### config.mk
export PLATFORM = sky130hd
export DESIGN_NAME = ctl_pulse_cond
export DESIGN_NICKNAME = d
export VERILOG_FILES = /design/src/rtl/cpf_pkg.sv /design/src/rtl/cpf_sync_filter.sv /design/src/rtl/cpf_rate_monitor.sv /design/src/rtl/ctl_pulse_cond.sv
export SDC_FILE = /design/constraint.sdc
export NUM_CORES = 1
export LEC_CHECK = 0
export ABC_AREA = 0
export BUFFER_PORTS_ARGS = -buffer_cell sky130_fd_sc_hd__buf_2
export CAP_MARGIN = 10
export CORE_MARGIN = 1
export CORE_UTILIZATION = 65
export CTS_CLUSTER_DIAMETER = 60
export DETAILED_ROUTE_END_ITERATION = 6
export PLACE_DENSITY_LB_ADDON = 0.2
export SKIP_LAST_GASP = 1
export SYNTH_ARGS = -nofsm -noshare
export SYNTH_HDL_FRONTEND = slang
export SYNTH_SLANG_ARGS = --single-unit
### constraint.sdc
create_clock -name clk -period 4.4 [get_ports clk]
set_input_delay 0.88 -clock clk [delete_from_list [all_inputs] [get_ports clk]]
set_output_delay 0.88 -clock clk [all_outputs]
set_load 0.03 [all_outputs]
### src/rtl/cpf_pkg.sv
package cpf_pkg;

   typedef enum logic [1:0] {
      CPF_MODE_PASS     = 2'b00,
      CPF_MODE_FILTER   = 2'b01,
      CPF_MODE_LEGACY_A = 2'b10,
      CPF_MODE_LEGACY_B = 2'b11
   } cpf_mode_e;

   localparam int CPF_CH_DE  = 0;
   localparam int CPF_CH_HS  = 1;
   localparam int CPF_CH_VS  = 2;
   localparam int CPF_NUM_CH = 3;

endpackage

### src/rtl/cpf_sync_filter.sv
// One control line: sample history, minimum-run glitch filter, and a
// pass-through tap taken at the same depth so both paths share one latency.
module cpf_sync_filter #(
   parameter int MIN_RUN = 3
) (
   input  logic clk,
   input  logic rst_n,
   input  logic filt_en,
   input  logic din,
   output logic dout
);

   logic [MIN_RUN-1:0] hist;     // hist[0] holds the newest sample
   logic               held;
   logic               agree;
   logic               filt_v;

   always_ff @(posedge clk or negedge rst_n) begin
      if (!rst_n) begin
         hist <= '0;
         held <= 1'b0;
      end else begin
         hist <= {hist[MIN_RUN-2:0], din};
         held <= filt_v;
      end
   end

   assign agree  = (&hist) | ~(|hist);
   assign filt_v = agree ? hist[0] : held;
   assign dout   = filt_en ? filt_v : hist[MIN_RUN-1];

endmodule

### src/rtl/cpf_rate_monitor.sv
// Change-rate monitor for one line. It keeps the stamps of the last BUDGET
// changes, taken from a shared wrapping counter; an entry expires once its
// age reaches WINDOW, before the counter can alias.
module cpf_rate_monitor #(
   parameter int WINDOW = 130,
   parameter int BUDGET = 2,
   parameter int CW     = 8
) (
   input  logic          clk,
   input  logic          rst_n,
   input  logic [CW-1:0] now,
   input  logic          sig,
   input  logic          clr,
   output logic          flag
);

   logic [CW-1:0]     stamp [BUDGET];
   logic [CW-1:0]     age   [BUDGET];
   logic [BUDGET-1:0] valid;
   logic [BUDGET-1:0] live;
   logic              sig_q;
   logic              chg;
   logic              over;

   for (genvar j = 0; j < BUDGET; j++) begin : g_age
      assign age[j]  = now - stamp[j];
      assign live[j] = valid[j] && (age[j] < CW'(WINDOW));
   end

   assign chg  = sig ^ sig_q;
   // Entries fill from the newest end, so all live means the allowance is used up.
   assign over = chg && (&live);

   always_ff @(posedge clk or negedge rst_n) begin
      if (!rst_n) begin
         for (int j = 0; j < BUDGET; j++) stamp[j] <= '0;
         valid <= '0;
         sig_q <= 1'b0;
         flag  <= 1'b0;
      end else begin
         sig_q <= sig;
         flag  <= over | (flag & ~clr);
         if (chg) begin
            stamp[0] <= now;
            valid[0] <= 1'b1;
            for (int j = 1; j < BUDGET; j++) begin
               stamp[j] <= stamp[j-1];
               valid[j] <= live[j-1];
            end
         end else begin
            valid <= live;
         end
      end
   end

endmodule

### src/rtl/ctl_pulse_cond.sv
module ctl_pulse_cond #(
   parameter int N_CH        = cpf_pkg::CPF_NUM_CH,
   parameter int MIN_RUN     = 3,
   parameter int WINDOW      = 130,
   parameter int FAST_BUDGET = 2,
   parameter int SLOW_BUDGET = 1,
   parameter int SLOW_CH     = cpf_pkg::CPF_CH_VS
) (
   input  logic            clk,
   input  logic            pwr_n,
   input  logic [1:0]      mode,
   input  logic            viol_clr,
   input  logic [N_CH-1:0] ctl_in,
   output logic [N_CH-1:0] ctl_out,
   output logic [N_CH-1:0] viol_flag
);
   import cpf_pkg::*;

   localparam int CW = $clog2(WINDOW + 1);

   if (MIN_RUN < 2) begin : g_bad_run
      $error("MIN_RUN must be at least 2");
   end
   if (FAST_BUDGET < 1 || SLOW_BUDGET < 1) begin : g_bad_budget
      $error("budgets must be at least 1");
   end
   if (SLOW_CH < 0 || SLOW_CH >= N_CH) begin : g_bad_slow
      $error("SLOW_CH out of range");
   end
   if (WINDOW < 2) begin : g_bad_window
      $error("WINDOW too small");
   end

   cpf_mode_e     mode_q;
   logic          filt_en;
   logic [CW-1:0] tick;

   always_ff @(posedge clk or negedge pwr_n) begin
      if (!pwr_n) begin
         mode_q <= CPF_MODE_PASS;
         tick   <= '0;
      end else begin
         mode_q <= cpf_mode_e'(mode);
         tick   <= tick + 1'b1;
      end
   end

   assign filt_en = (mode_q == CPF_MODE_FILTER);

   for (genvar c = 0; c < N_CH; c++) begin : g_ch
      localparam int BUD = (c == SLOW_CH) ? SLOW_BUDGET : FAST_BUDGET;

      cpf_sync_filter #(.MIN_RUN(MIN_RUN)) u_filt (
         .clk     (clk),
         .rst_n   (pwr_n),
         .filt_en (filt_en),
         .din     (ctl_in[c]),
         .dout    (ctl_out[c])
      );

      cpf_rate_monitor #(.WINDOW(WINDOW), .BUDGET(BUD), .CW(CW)) u_mon (
         .clk   (clk),
         .rst_n (pwr_n),
         .now   (tick),
         .sig   (ctl_out[c]),
         .clr   (viol_clr),
         .flag  (viol_flag[c])
      );
   end

endmodule

==> results of run 1 <==
flip-flops by register name, indices dropped and copies added, names as in the netlist:
signal,cells
g_ch.u_mon.stamp,40
g_ch.u_filt.hist,9
tick,8
g_ch.u_mon.valid,5
g_ch.u_filt.held,3
g_ch.u_mon.flag,3
g_ch.u_mon.sig_q,3
mode_q,2
final timing paths:
| kind | cells after the start | end |
|---|---|---|
| worst max-delay path | 7 | g_ch[0].u_mon.flag |
| worst min-delay path | 0 | g_ch[1].u_filt.hist[2] |
| worst max register to register | 7 | g_ch[0].u_mon.flag |
| worst min register to register | 0 | g_ch[1].u_filt.hist[2] |
| max in group asynchronous | 1 | g_ch[1].u_mon.stamp[15] |
| min in group asynchronous | 1 | g_ch[0].u_mon.stamp[4] |
synth_stat cells, types with 2 or more instances:
| cell type | n |
|---|---|
| a2111oi_0 | 2 |
| a211oi_1 | 2 |
| a21o_1 | 13 |
| a21oi_1 | 26 |
| a22oi_1 | 2 |
| a31o_2 | 2 |
| a31oi_1 | 4 |
| and3_1 | 2 |
| buf_2 | 3 |
| buf_4 | 6 |
| clkbuf_1 | 5 |
| dfrtp_1 | 73 |
| fa_1 | 5 |
| ha_1 | 31 |
| inv_1 | 53 |
| mux2_2 | 10 |
| mux2i_1 | 8 |
| nand2_1 | 42 |
| nand2b_1 | 8 |
| nand3_1 | 4 |
| nor2_1 | 8 |
| nor2b_1 | 2 |
| nor3_1 | 4 |
| nor4b_1 | 3 |
| o2111ai_1 | 2 |
| o21ai_0 | 45 |
| o21ai_1 | 2 |
| xnor2_1 | 20 |
| xor2_1 | 9 |
logic make-up (layout without fill, tap and decap cells):
family,after synthesis,count (layout),share of synthesized area [%]
xor+xnor,29,29,6.054
mux,18,18,4.593
flops,73,73,43.54
fa+ha+maj,36,36,11.63
buf+inv,68,84,6.889
simple gates,80,80,9.305
compound gates,118,118,17.98
power groups by stage:
stage | clock (mW) | combinational (mW) | sequential (mW)
global route | 0.588 | 0.827 | 0.865
floorplan | 0 | 0.606 | 0.846
CTS | 0.564 | 0.732 | 0.850
global placement | 0 | 0.698 | 0.858
finish | 0.556 | 0.734 | 0.850
detailed placement | 0 | 0.722 | 0.863
worst max-delay path, stage by stage (launching register included):
cell and delay, ps:
dfrtp_1 840, ha_1 360, a31oi_1 260, o21ai_1 190, a2111oi_0 590, a41o_1 150
a21oi_1 90, o32ai_1 230
metrics by stage:
step | power [mW] | setup WS, ps | instances | util, % | hold slack (ps)
3_3_place_gp | 1.556 | 1918 | 497 | 70.89 | 357.2
2_1_floorplan | 1.452 | 2163 | 422 | - | 353.7
4_1_cts | 2.146 | 1657 | 513 | 74.32 | 383.0
6_report | 2.140 | 1587 | 513 | 74.32 | 382.1
3_5_place_dp | 1.585 | 1850 | 497 | 70.89 | 371.1
5_1_grt | 2.280 | 1410 | 513 | 74.32 | 384.0
metal layers:
metal  share of wire, %  vias up  GRT usage, %
met5                  0        -             0
met4                1.9        0         11.58
met3                4.7       17         4.176
met2                 47       73         41.90
met1                 47     1423         36.76
li1                   -     1481             -
final cells by class:
class / instances / area share, %
Clock buffer: 9 / 2.750
Clock inverter: 7 / 1.861
Inverter: 53 / 4.417
Multi-Input combinational cell: 281 / 46.50
Sequential cell: 73 / 40.56
Tap cell: 75 / 2.083
Timing Repair Buffer: 15 / 1.833
cells in the final DEF (no fill, tap or decap), types with 2 or more instances in the layout:
| cell | synthesis | layout |
|---|---|---|
| a2111oi_0 | 2 | 2 |
| a211oi_1 | 2 | 2 |
| a21o_1 | 13 | 13 |
| a21oi_1 | 26 | 26 |
| a22oi_1 | 2 | 2 |
| a31o_2 | 2 | 2 |
| a31oi_1 | 4 | 4 |
| and3_1 | 2 | 2 |
| buf_2 | 3 | 12 |
| buf_4 | 6 | 3 |
| clkbuf_8 | 0 | 9 |
| dfrtp_1 | 73 | 73 |
| fa_1 | 5 | 5 |
| ha_1 | 31 | 31 |
| inv_1 | 53 | 53 |
| inv_6 | 0 | 3 |
| mux2_2 | 10 | 10 |
| mux2i_1 | 8 | 8 |
| nand2_1 | 42 | 42 |
| nand2b_1 | 8 | 8 |
| nand3_1 | 4 | 4 |
| nor2_1 | 8 | 8 |
| nor2b_1 | 2 | 2 |
| nor3_1 | 4 | 4 |
| nor4b_1 | 3 | 3 |
| o2111ai_1 | 2 | 2 |
| o21ai_0 | 45 | 45 |
| o21ai_1 | 2 | 2 |
| xnor2_1 | 20 | 18 |
| xnor2_2 | 0 | 2 |
| xor2_1 | 9 | 9 |
==> impl_metrics.yaml, run 1 <==
drt:
  route.vias.total: 2994
  post-route-drc-count: 0
  drt_pass1_iterations: 4
  total_routed_wirelength_um: 7928
  post_drt_via_cell_ratio: 5.836
  first_iter_violations: 105
  antenna_left: 0
  routed_wire_length_per_instance_um: 15.45
critical_path:
  crit_path_start: "tick[1]"
  setup.worst_path.class: "reg -> reg"
  r2r_slack_ps: 1590
  timing.critical_path.arrival_ps: 3060
  cp.required_ps: 4650
  critPathLaunchType: "register"
  r2r-start: "tick[1]"
  cp_max_fo: 16
  endpoint_kind: "register"
sta:
  max_freq_mhz: 355.5
  setup_total_negative_slack_ps: 0
  grt_setup_unrepaired: "no"
  timing.final.crit_period_ps: 2813
  relSlewSlack_pct: 22.65
  final_min_period_over_clock_period_pct: 63.93
  skew_ps: 8.742
  finalHoldViolations: 0
  worstMarginPinSlew_ps: 1155
  finalSetupViolations: 0
  slew_violations: 0
layout:
  area_growth_syn_to_layout_pct: 7.367
  n_antenna_cell: 0
  seqCellArea_um2: 1827
  final_nets: 477
  drive_above_1_share_pct: 11.64
  final.fill_count: 440
  finalInstanceArea_um2: 4504
  multiInputGateArea_um2: 2095
synth:
  post_synth_instance_area_um2: 4195
  synth.top_cells.by_area: "dfrtp_1 44%, ha_1 9.2%, o21ai_0 5.4%"
  ys.flop_type: "dfrtp_1"
  synth_area_leader_cell: "dfrtp_1"
  ys_warn_count: 0
  postSynthCellCount: 422
  ys_seq_area_share_pct: 43.54
  avgSynthCellArea_um2: 9.941
  synth_cell_type_count: 55
  synth_enable_flop_cells: 0
  synth_async_sr_flop_share_pct: 100.0
  ys_seq_elements: 73
  postSynthNetCount: 466
  post-synth-top-area-fraction_pct: 43.54
clock_tree:
  path_clk_slew_ps: 90
  number_of_clock_sinks: 73
  clock_root_buffer: "clkbuf_8"
  cts_made_buffers: 9
  post_cts_resized: 0
  cts_hold_repair.buffers: 0
  clk_latency_ps: 350
  cts_tree: "done"
  depth_of_the_cts_h_tree: 3
  cts.repair_timing.setup_buffer_count: 0
  cts_buffer_depth: 2
power:
  power.share.sequential_pct: 39.7
  ir_worst_vdd_mv: 0.3494
  switching_power_uw: 766.5
  clkPwrFrac_pct: 26.0
  relative_contribution_of_combinational_cells_to_total_power_pct: 34.3
  power.share.switching_pct: 35.82
  powerDensity_nw_per_um2: 475.0
  power_report.internal_total_mw: 1.373
  leakagePower_nw: 2.188
floorplan:
  core-area_um2: 6061
  initial_core_util_pct: 69.22
  design.die.area_um2: 6780
  placementRows: 28
  io-pin-count: 14
  chipHeight_um: 82.34
  die_width_um: 82.34
placed_design:
  place.port_buffers: 13
  hpwl_after_detailed_placement_um: 5388
  placed_area_um2: 4297
  finalWeightedCongestion: 0.8068
grt:
  grt_usage_pct: 26.69
  first_pass_grt_wire_length_um: 13140
  first_global_vias: 2778
  antenna_found_initial: 0
  grt_remaining_overflow: 0
  grt_start_max_net_pins: 74
run:
  cap_viol_max_count: 0
min_path:
  worstHoldStart: "g_ch[1].u_filt.hist[1]"
  worst_hold_path_type: "reg -> reg"
run_status:
  run_status: "complete, no violations"
Power figures use the tool's default switching activity.
==> inputs of run 2 (changes only) <==
--- a/config.mk
+++ b/config.mk
@@ -5,11 +5,11 @@
 export SDC_FILE = /design/constraint.sdc
 export NUM_CORES = 1
 export LEC_CHECK = 0
-export ABC_AREA = 0
+export ABC_AREA = 1
 export BUFFER_PORTS_ARGS = -buffer_cell sky130_fd_sc_hd__buf_2
 export CAP_MARGIN = 10
 export CORE_MARGIN = 1
-export CORE_UTILIZATION = 65
+export CORE_UTILIZATION = 57
 export CTS_CLUSTER_DIAMETER = 60
 export DETAILED_ROUTE_END_ITERATION = 6
 export PLACE_DENSITY_LB_ADDON = 0.2
==> constraint.sdc (replaced) <==
create_clock -name clk -period 2.3 [get_ports clk]
set_input_delay 0.46 -clock clk [delete_from_list [all_inputs] [get_ports clk]]
set_output_delay 0.46 -clock clk [all_outputs]
set_load 0.03 [all_outputs]
==> impl_metrics.yaml, run 2 <==
floorplan:
  design.die.area_um2: 8392
  placementRows: 32
  core-area_um2: 7727
  io-pin-count: 14
  initial_core_util_pct: 59.23
  chipHeight_um: 91.61
  die_width_um: 91.61
run:
  cap_viol_max_count: 0
synth:
  ys_seq_elements: 73
  post-synth-top-area-fraction_pct: 39.91
  synth_enable_flop_cells: 0
  synth_cell_type_count: 31
  synth_most_common_cell: "nand2_1"
  synth_async_sr_flop_share_pct: 100.0
  synth_area_leader_cell: "dfrtp_1"
  ys_warn_count: 0
  synth.top_cells.by_area: "dfrtp_1 40%, nand2_1 16%, ha_1 8.5%"
  avgSynthCellArea_um2: 7.705
  synth_top_cells_by_count: "189 x nand2_1, 91 x inv_1, 73 x dfrtp_1"
  ys_seq_area_share_pct: 39.91
  ys.flop_type: "dfrtp_1"
  post_synth_instance_area_um2: 4577
  postSynthNetCount: 638
  postSynthCellCount: 594
power:
  powerDensity_nw_per_um2: 769.4
  total_power_mw: 3.770
  leakagePower_nw: 2.702
  ir_worst_vdd_mv: 0.5156
drt:
  met2RoutedLength_um: 4442
  first_iter_violations: 236
  topRoutingLayerUsed: "met4"
  antenna_left: 0
  metal1_wirelength_um: 4397
  post_drt_via_cell_ratio: 5.194
  drt_pass1_iterations: 4
  post-route-drc-count: 0
  total_routed_wirelength_um: 9278
  route.met3.wl_um: 256
  route.vias.total: 3714
  routed_wire_length_per_instance_um: 12.98
layout:
  drive_above_1_share_pct: 8.157
  largest_register_ffs: 40
  final_common_cell: "nand2_1"
  seqCellArea_um2: 1827
  n_antenna_cell: 0
  final_cell_mix: "189 x nand2_1, 91 x inv_1, 73 x dfrtp_1"
  area_growth_syn_to_layout_pct: 7.053
  final.fill_count: 661
  multiInputGateArea_um2: 2275
  largest_registers: "g_ch.u_mon.stamp: 40 flops, g_ch.u_filt.hist: 9 flops, tick: 8 flops"
  final_nets: 652
  max_flop_register: "g_ch.u_mon.stamp"
grt:
  antenna_found_initial: 0
  first_pass_grt_wire_length_um: 16280
  grt_usage_pct: 24.94
  first_global_vias: 3623
  grt_start_max_net_pins: 74
  grt_remaining_overflow: 0
critical_path:
  critical_path.most_common_cell: "nand2_1"
  r2r_slack_ps: 210
  endpoint_kind: "register"
  cpPeakStageDelay_ps: 460
  path_cells: "inv_2 -> nand2_1 -> fa_1 -> nand3_1 -> nand3_1 -> nand2_1 -> nand2_1 -> nor2_1 -> nand2_1 -> a21boi_1 -> nand2_1 -> nand2_1"
  r2r-start: "tick[0]"
  timing.rr.end: "g_ch[1].u_mon.valid[1]"
  timing.critical_path.slowest_stage_cell: "fa_1"
  r2r_cells: 12
  timing.critical_path.arrival_ps: 2390
  cp_max_fo: 9
  critPathLaunchType: "register"
  cp.required_ps: 2600
  setup.worst_path.class: "reg -> reg"
placed_design:
  place.port_buffers: 13
  finalWeightedCongestion: 0.8503
  hpwl_after_detailed_placement_um: 6806
clock_tree:
  clock_root_buffer: "clkbuf_8"
  cts_hold_repair.buffers: 0
  clk_latency_ps: 350
  cts_buffer_depth: 2
  cts.repair_timing.setup_buffer_count: 0
  path_clk_slew_ps: 80
  cts_tree: "done"
  post_cts_resized: 0
  depth_of_the_cts_h_tree: 3
  number_of_clock_sinks: 73
  cts_made_buffers: 9
run_status:
  run_status: "complete, no violations"
sta:
  slew_violations: 0
  max_freq_mhz: 478.6
  timing.final.crit_period_ps: 2090
  worstMarginPinSlew_ps: 610.2
  finalSetupViolations: 0
  relSlewSlack_pct: 59.32
  final_min_period_over_clock_period_pct: 90.85
  setup_total_negative_slack_ps: 0
  skew_ps: 13.04
  finalHoldViolations: 0
  grt_setup_unrepaired: "no"
min_path:
  worst_hold_path_type: "in -> async"
## run 2: changes by cell type after synthesis, sizes merged, moves of 13 or more
cell	before	now
o21ai	47	33
nor2	8	32
inv	53	94
xnor2	20	7
nand2	42	197
nand3	4	39
## run 2: cells by family (layout without fill, tap and decap cells)
group / after synthesis / count (layout) / share of synthesized area (%)
xor gates and xnor gates: 19 / 19 / 3.636
AOI/OAI and AO/OA: 68 / 68 / 8.393
adders and majority gates: 36 / 36 / 10.66
DFF: 73 / 73 / 39.91
and+or+nand+nor: 290 / 290 / 27.01
buffers and inverters: 108 / 127 / 10.39
## run 2: metrics by stage
stage | area [µm²] | hold WS, ps | worst slack, ps | utilization (%) | std cells
floorplan | 4577 | 164.4 | 428.2 | - | 594
global placement | 4690 | 384.2 | 311.1 | 60.69 | 699
detailed placement | 4690 | 389.3 | 239.1 | 60.69 | 699
CTS | 4900 | 149.0 | 227.8 | 63.41 | 715
global route | 4900 | 163.6 | 25.73 | 63.41 | 715
finish | 4900 | 121.0 | 210.4 | 63.41 | 715
## run 2: report_power, final
group          leakage, nW  internal, mW  switching (mW)
Clock                0.106         0.605           0.476
Sequential           0.888          1.46          0.0928
Combinational         1.71         0.416           0.717
## run 2: how the worst max path moves through the flow
stage             from                endpoint  slack, ps  cells after the start
2_1_floorplan  tick[1]      g_ch[1].u_mon.flag        430                     12
3_3_place_gp   tick[6]      g_ch[1].u_mon.flag        310                     11
3_5_place_dp   tick[0]      g_ch[0].u_mon.flag        240                     12
4_1_cts        tick[0]      g_ch[0].u_mon.flag        230                     12
5_1_grt        tick[0]      g_ch[1].u_mon.flag         30                     14
6_report       tick[0]  g_ch[1].u_mon.valid[1]        210                     12
## run 2: area by class of cell
type,instances,share of cell area [%]
flip-flops and latches,73,37.28
multi-input cells,413,46.42
repair buffers,17,2.196
well taps,102,2.605
clock inverters,6,1.685
clock buffers,10,2.605
inverters,94,7.201
## run 2: per-layer routing
layer / up-vias / track usage (%)
li1: 1898 / -
met1: 1745 / 33.57
met2: 55 / 41.10
met3: 16 / 3.317
met4: 0 / 9.656
met5: - / 0
## run 2: worst max-delay path: cells and delay by family (launching register included)
family          cells  cell delay [ps]
simple gates        9              840
fa+ha+maj           1              460
flops               1              420
buf+inv             1              160
compound gates      1              160
==> inputs of run 3 (changes only) <==
--- a/config.mk
+++ b/config.mk
@@ -17,3 +17,4 @@
 export SYNTH_ARGS = -nofsm -noshare
 export SYNTH_HDL_FRONTEND = slang
 export SYNTH_SLANG_ARGS = --single-unit
+export TNS_END_PERCENT = 20
==> constraint.sdc (replaced) <==
create_clock -name clk -period 1.8 [get_ports clk]
set_input_delay 0.36 -clock clk [delete_from_list [all_inputs] [get_ports clk]]
set_output_delay 0.36 -clock clk [all_outputs]
set_load 0.03 [all_outputs]
==> impl_metrics.yaml, run 3 (same netlist as run 2, synthesis figures left out) <==
drt:
  antenna_left: 0
  post_drt_via_cell_ratio: 5.063
  first_iter_violations: 173
  post-route-drc-count: 0
  drt_pass1_iterations: 4
  routed_wire_length_per_instance_um: 13.08
  total_routed_wirelength_um: 9927
  route.vias.total: 3843
placed_design:
  placement.setup.worst_slack_ps: -227.4
  place.port_buffers: 13
  hpwl_after_detailed_placement_um: 7242
  place.detailed.instances: 733
  finalWeightedCongestion: 0.8787
layout:
  max_flop_register: "g_ch.u_mon.stamp"
  n_antenna_cell: 0
  final_common_cell: "nand2_1"
  area_growth_syn_to_layout_pct: 16.05
  drive_above_1_share_pct: 17.50
  utilization_pct: 68.73
  final_cell_mix: "184 x nand2_1, 90 x inv_1, 69 x dfrtp_1"
  largest_registers: "g_ch.u_mon.stamp: 40 flops, g_ch.u_filt.hist: 9 flops, tick: 8 flops"
  largest_register_ffs: 40
  final_nets: 696
  final.fill_count: 640
  final-instance-count-excl-fill: 759
critical_path:
  r2r_slack_ps: -150
  r2r_cells: 14
  critPathLaunchType: "register"
  timing.critical_path.arrival_ps: 2240
  setup.worst_path.class: "reg -> reg"
  cp.required_ps: 2090
  cp_max_fo: 6
  endpoint_kind: "register"
clock_tree:
  depth_of_the_cts_h_tree: 3
  cts_made_buffers: 9
  cts_tree: "done"
  cts_buffer_depth: 2
  number_of_clock_sinks: 73
  path_clk_slew_ps: 80
  clock_root_buffer: "clkbuf_8"
  clk_latency_ps: 350
power:
  total_power_mw: 4.864
  power.share.switching_pct: 35.33
  power.share.sequential_pct: 40.7
  power_report.internal_total_mw: 3.146
  leakagePower_nw: 2.913
  clkPwrFrac_pct: 26.1
  ir_worst_vdd_mv: 0.6673
  switching_power_mw: 1.719
  relative_contribution_of_combinational_cells_to_total_power_pct: 33.2
  powerDensity_nw_per_um2: 915.9
floorplan:
  io-pin-count: 14
  initial_core_util_pct: 59.23
  core-area_um2: 7727
  placementRows: 32
  design.die.area_um2: 8392
  die_width_um: 91.61
  chipHeight_um: 91.61
grt:
  first_global_vias: 3762
  antenna_found_initial: 0
  grt_start_max_net_pins: 37
  grt_usage_pct: 25.99
  grt_remaining_overflow: 0
  first_pass_grt_wire_length_um: 17090
sta:
  max_freq_mhz: 511.7
  setup_total_negative_slack_ps: -860.2
  grt_setup_unrepaired: "yes"
  finalHoldViolations: 0
  relSlewSlack_pct: 65.61
  timing.final.crit_period_ps: 1954
  skew_ps: 3.964
  final_min_period_over_clock_period_pct: 108.6
  post-route-worst-setup-slack_ps: -154.4
  finalSetupViolations: 9
  worstMarginPinSlew_ps: 515.8
  slew_violations: 0
run_status:
  run_status: "finished, violations left"
  violations: "setup timing"
min_path:
  worstHoldPathCells: 1
  worst_hold_path_type: "in -> reg"
run:
  cap_viol_max_count: 0
==> run 3: final timing paths <==
check / start / to
worst max-delay path: tick[0] / g_ch[1].u_mon.flag
worst max register to register: tick[0] / g_ch[1].u_mon.flag
min in group asynchronous: pwr_n / g_ch[1].u_mon.stamp[2]
worst min-delay path: mode[1] / mode_q[1]
worst min register to register: g_ch[1].u_filt.hist[1] / g_ch[1].u_filt.hist[2]
max in group asynchronous: pwr_n / g_ch[0].u_mon.stamp[0]
==> run 3: metrics by stage <==
step,hold slack [ps],cell area (µm²)
detailed placement,365.7,4971
CTS,100.6,5261
global route,99.69,5311
floorplan,64.41,4578
finish,110.9,5311
global placement,362.2,4971
==> run 3: repair_timing <==
item	in CTS	in global routing
hold buffers	1	0
resized for setup	14	9
pin swaps	1	12
buffers inserted	6	3
endpoints found under the hold margin	18	0
setup endpoints to repair	9	12
==> run 3: cell type report <==
| class | instances | area, µm² | share of cell area [%] |
|---|---|---|---|
| Clock inverter | 7 | 70.07 | 1.319 |
| Inverter | 94 | 352.8 | 6.643 |
| Tap cell | 102 | 127.6 | 2.403 |
| Clock buffer | 9 | 123.9 | 2.332 |
| Sequential cell | 73 | 1832 | 34.49 |
| Timing Repair Buffer | 61 | 462.9 | 8.716 |
| Multi-Input combinational cell | 413 | 2342 | 44.10 |
==> run 3: layer usage <==
metal / vias to the layer above / GRT usage [%] / wire [µm]
met3: 14 / 3.731 / 408
met2: 72 / 42.54 / 4677
met5: - / 0 / 0
li1: 1985 / - / -
met1: 1772 / 35.36 / 4673
met4: 0 / 9.259 / 167
==> run 3: worst max-delay path, cell delays in order (launching register included) <==
cell and delay (ps):
dfrtp_1 390, inv_2 120, nand2_2 90, fa_2 410, inv_2 60, nand2_2 50, a21oi_2 140, nand3_1 80
nor2_1 110, nand3_1 90, nand2_1 100, nand2_2 70, nor2_2 90, nand2_1 50, nand2_1 50
==> run 3: power groups by stage <==
| stage | Sequential [mW] | Clock (mW) | Combinational, mW |
|---|---|---|---|
| 2_1_floorplan | 1.98 | 0 | 1.22 |
| 3_3_place_gp | 2.00 | 0 | 1.48 |
| 3_5_place_dp | 2.01 | 0 | 1.53 |
| 4_1_cts | 1.98 | 1.31 | 1.57 |
| 5_1_grt | 2.01 | 1.37 | 1.82 |
| 6_report | 1.98 | 1.27 | 1.61 |
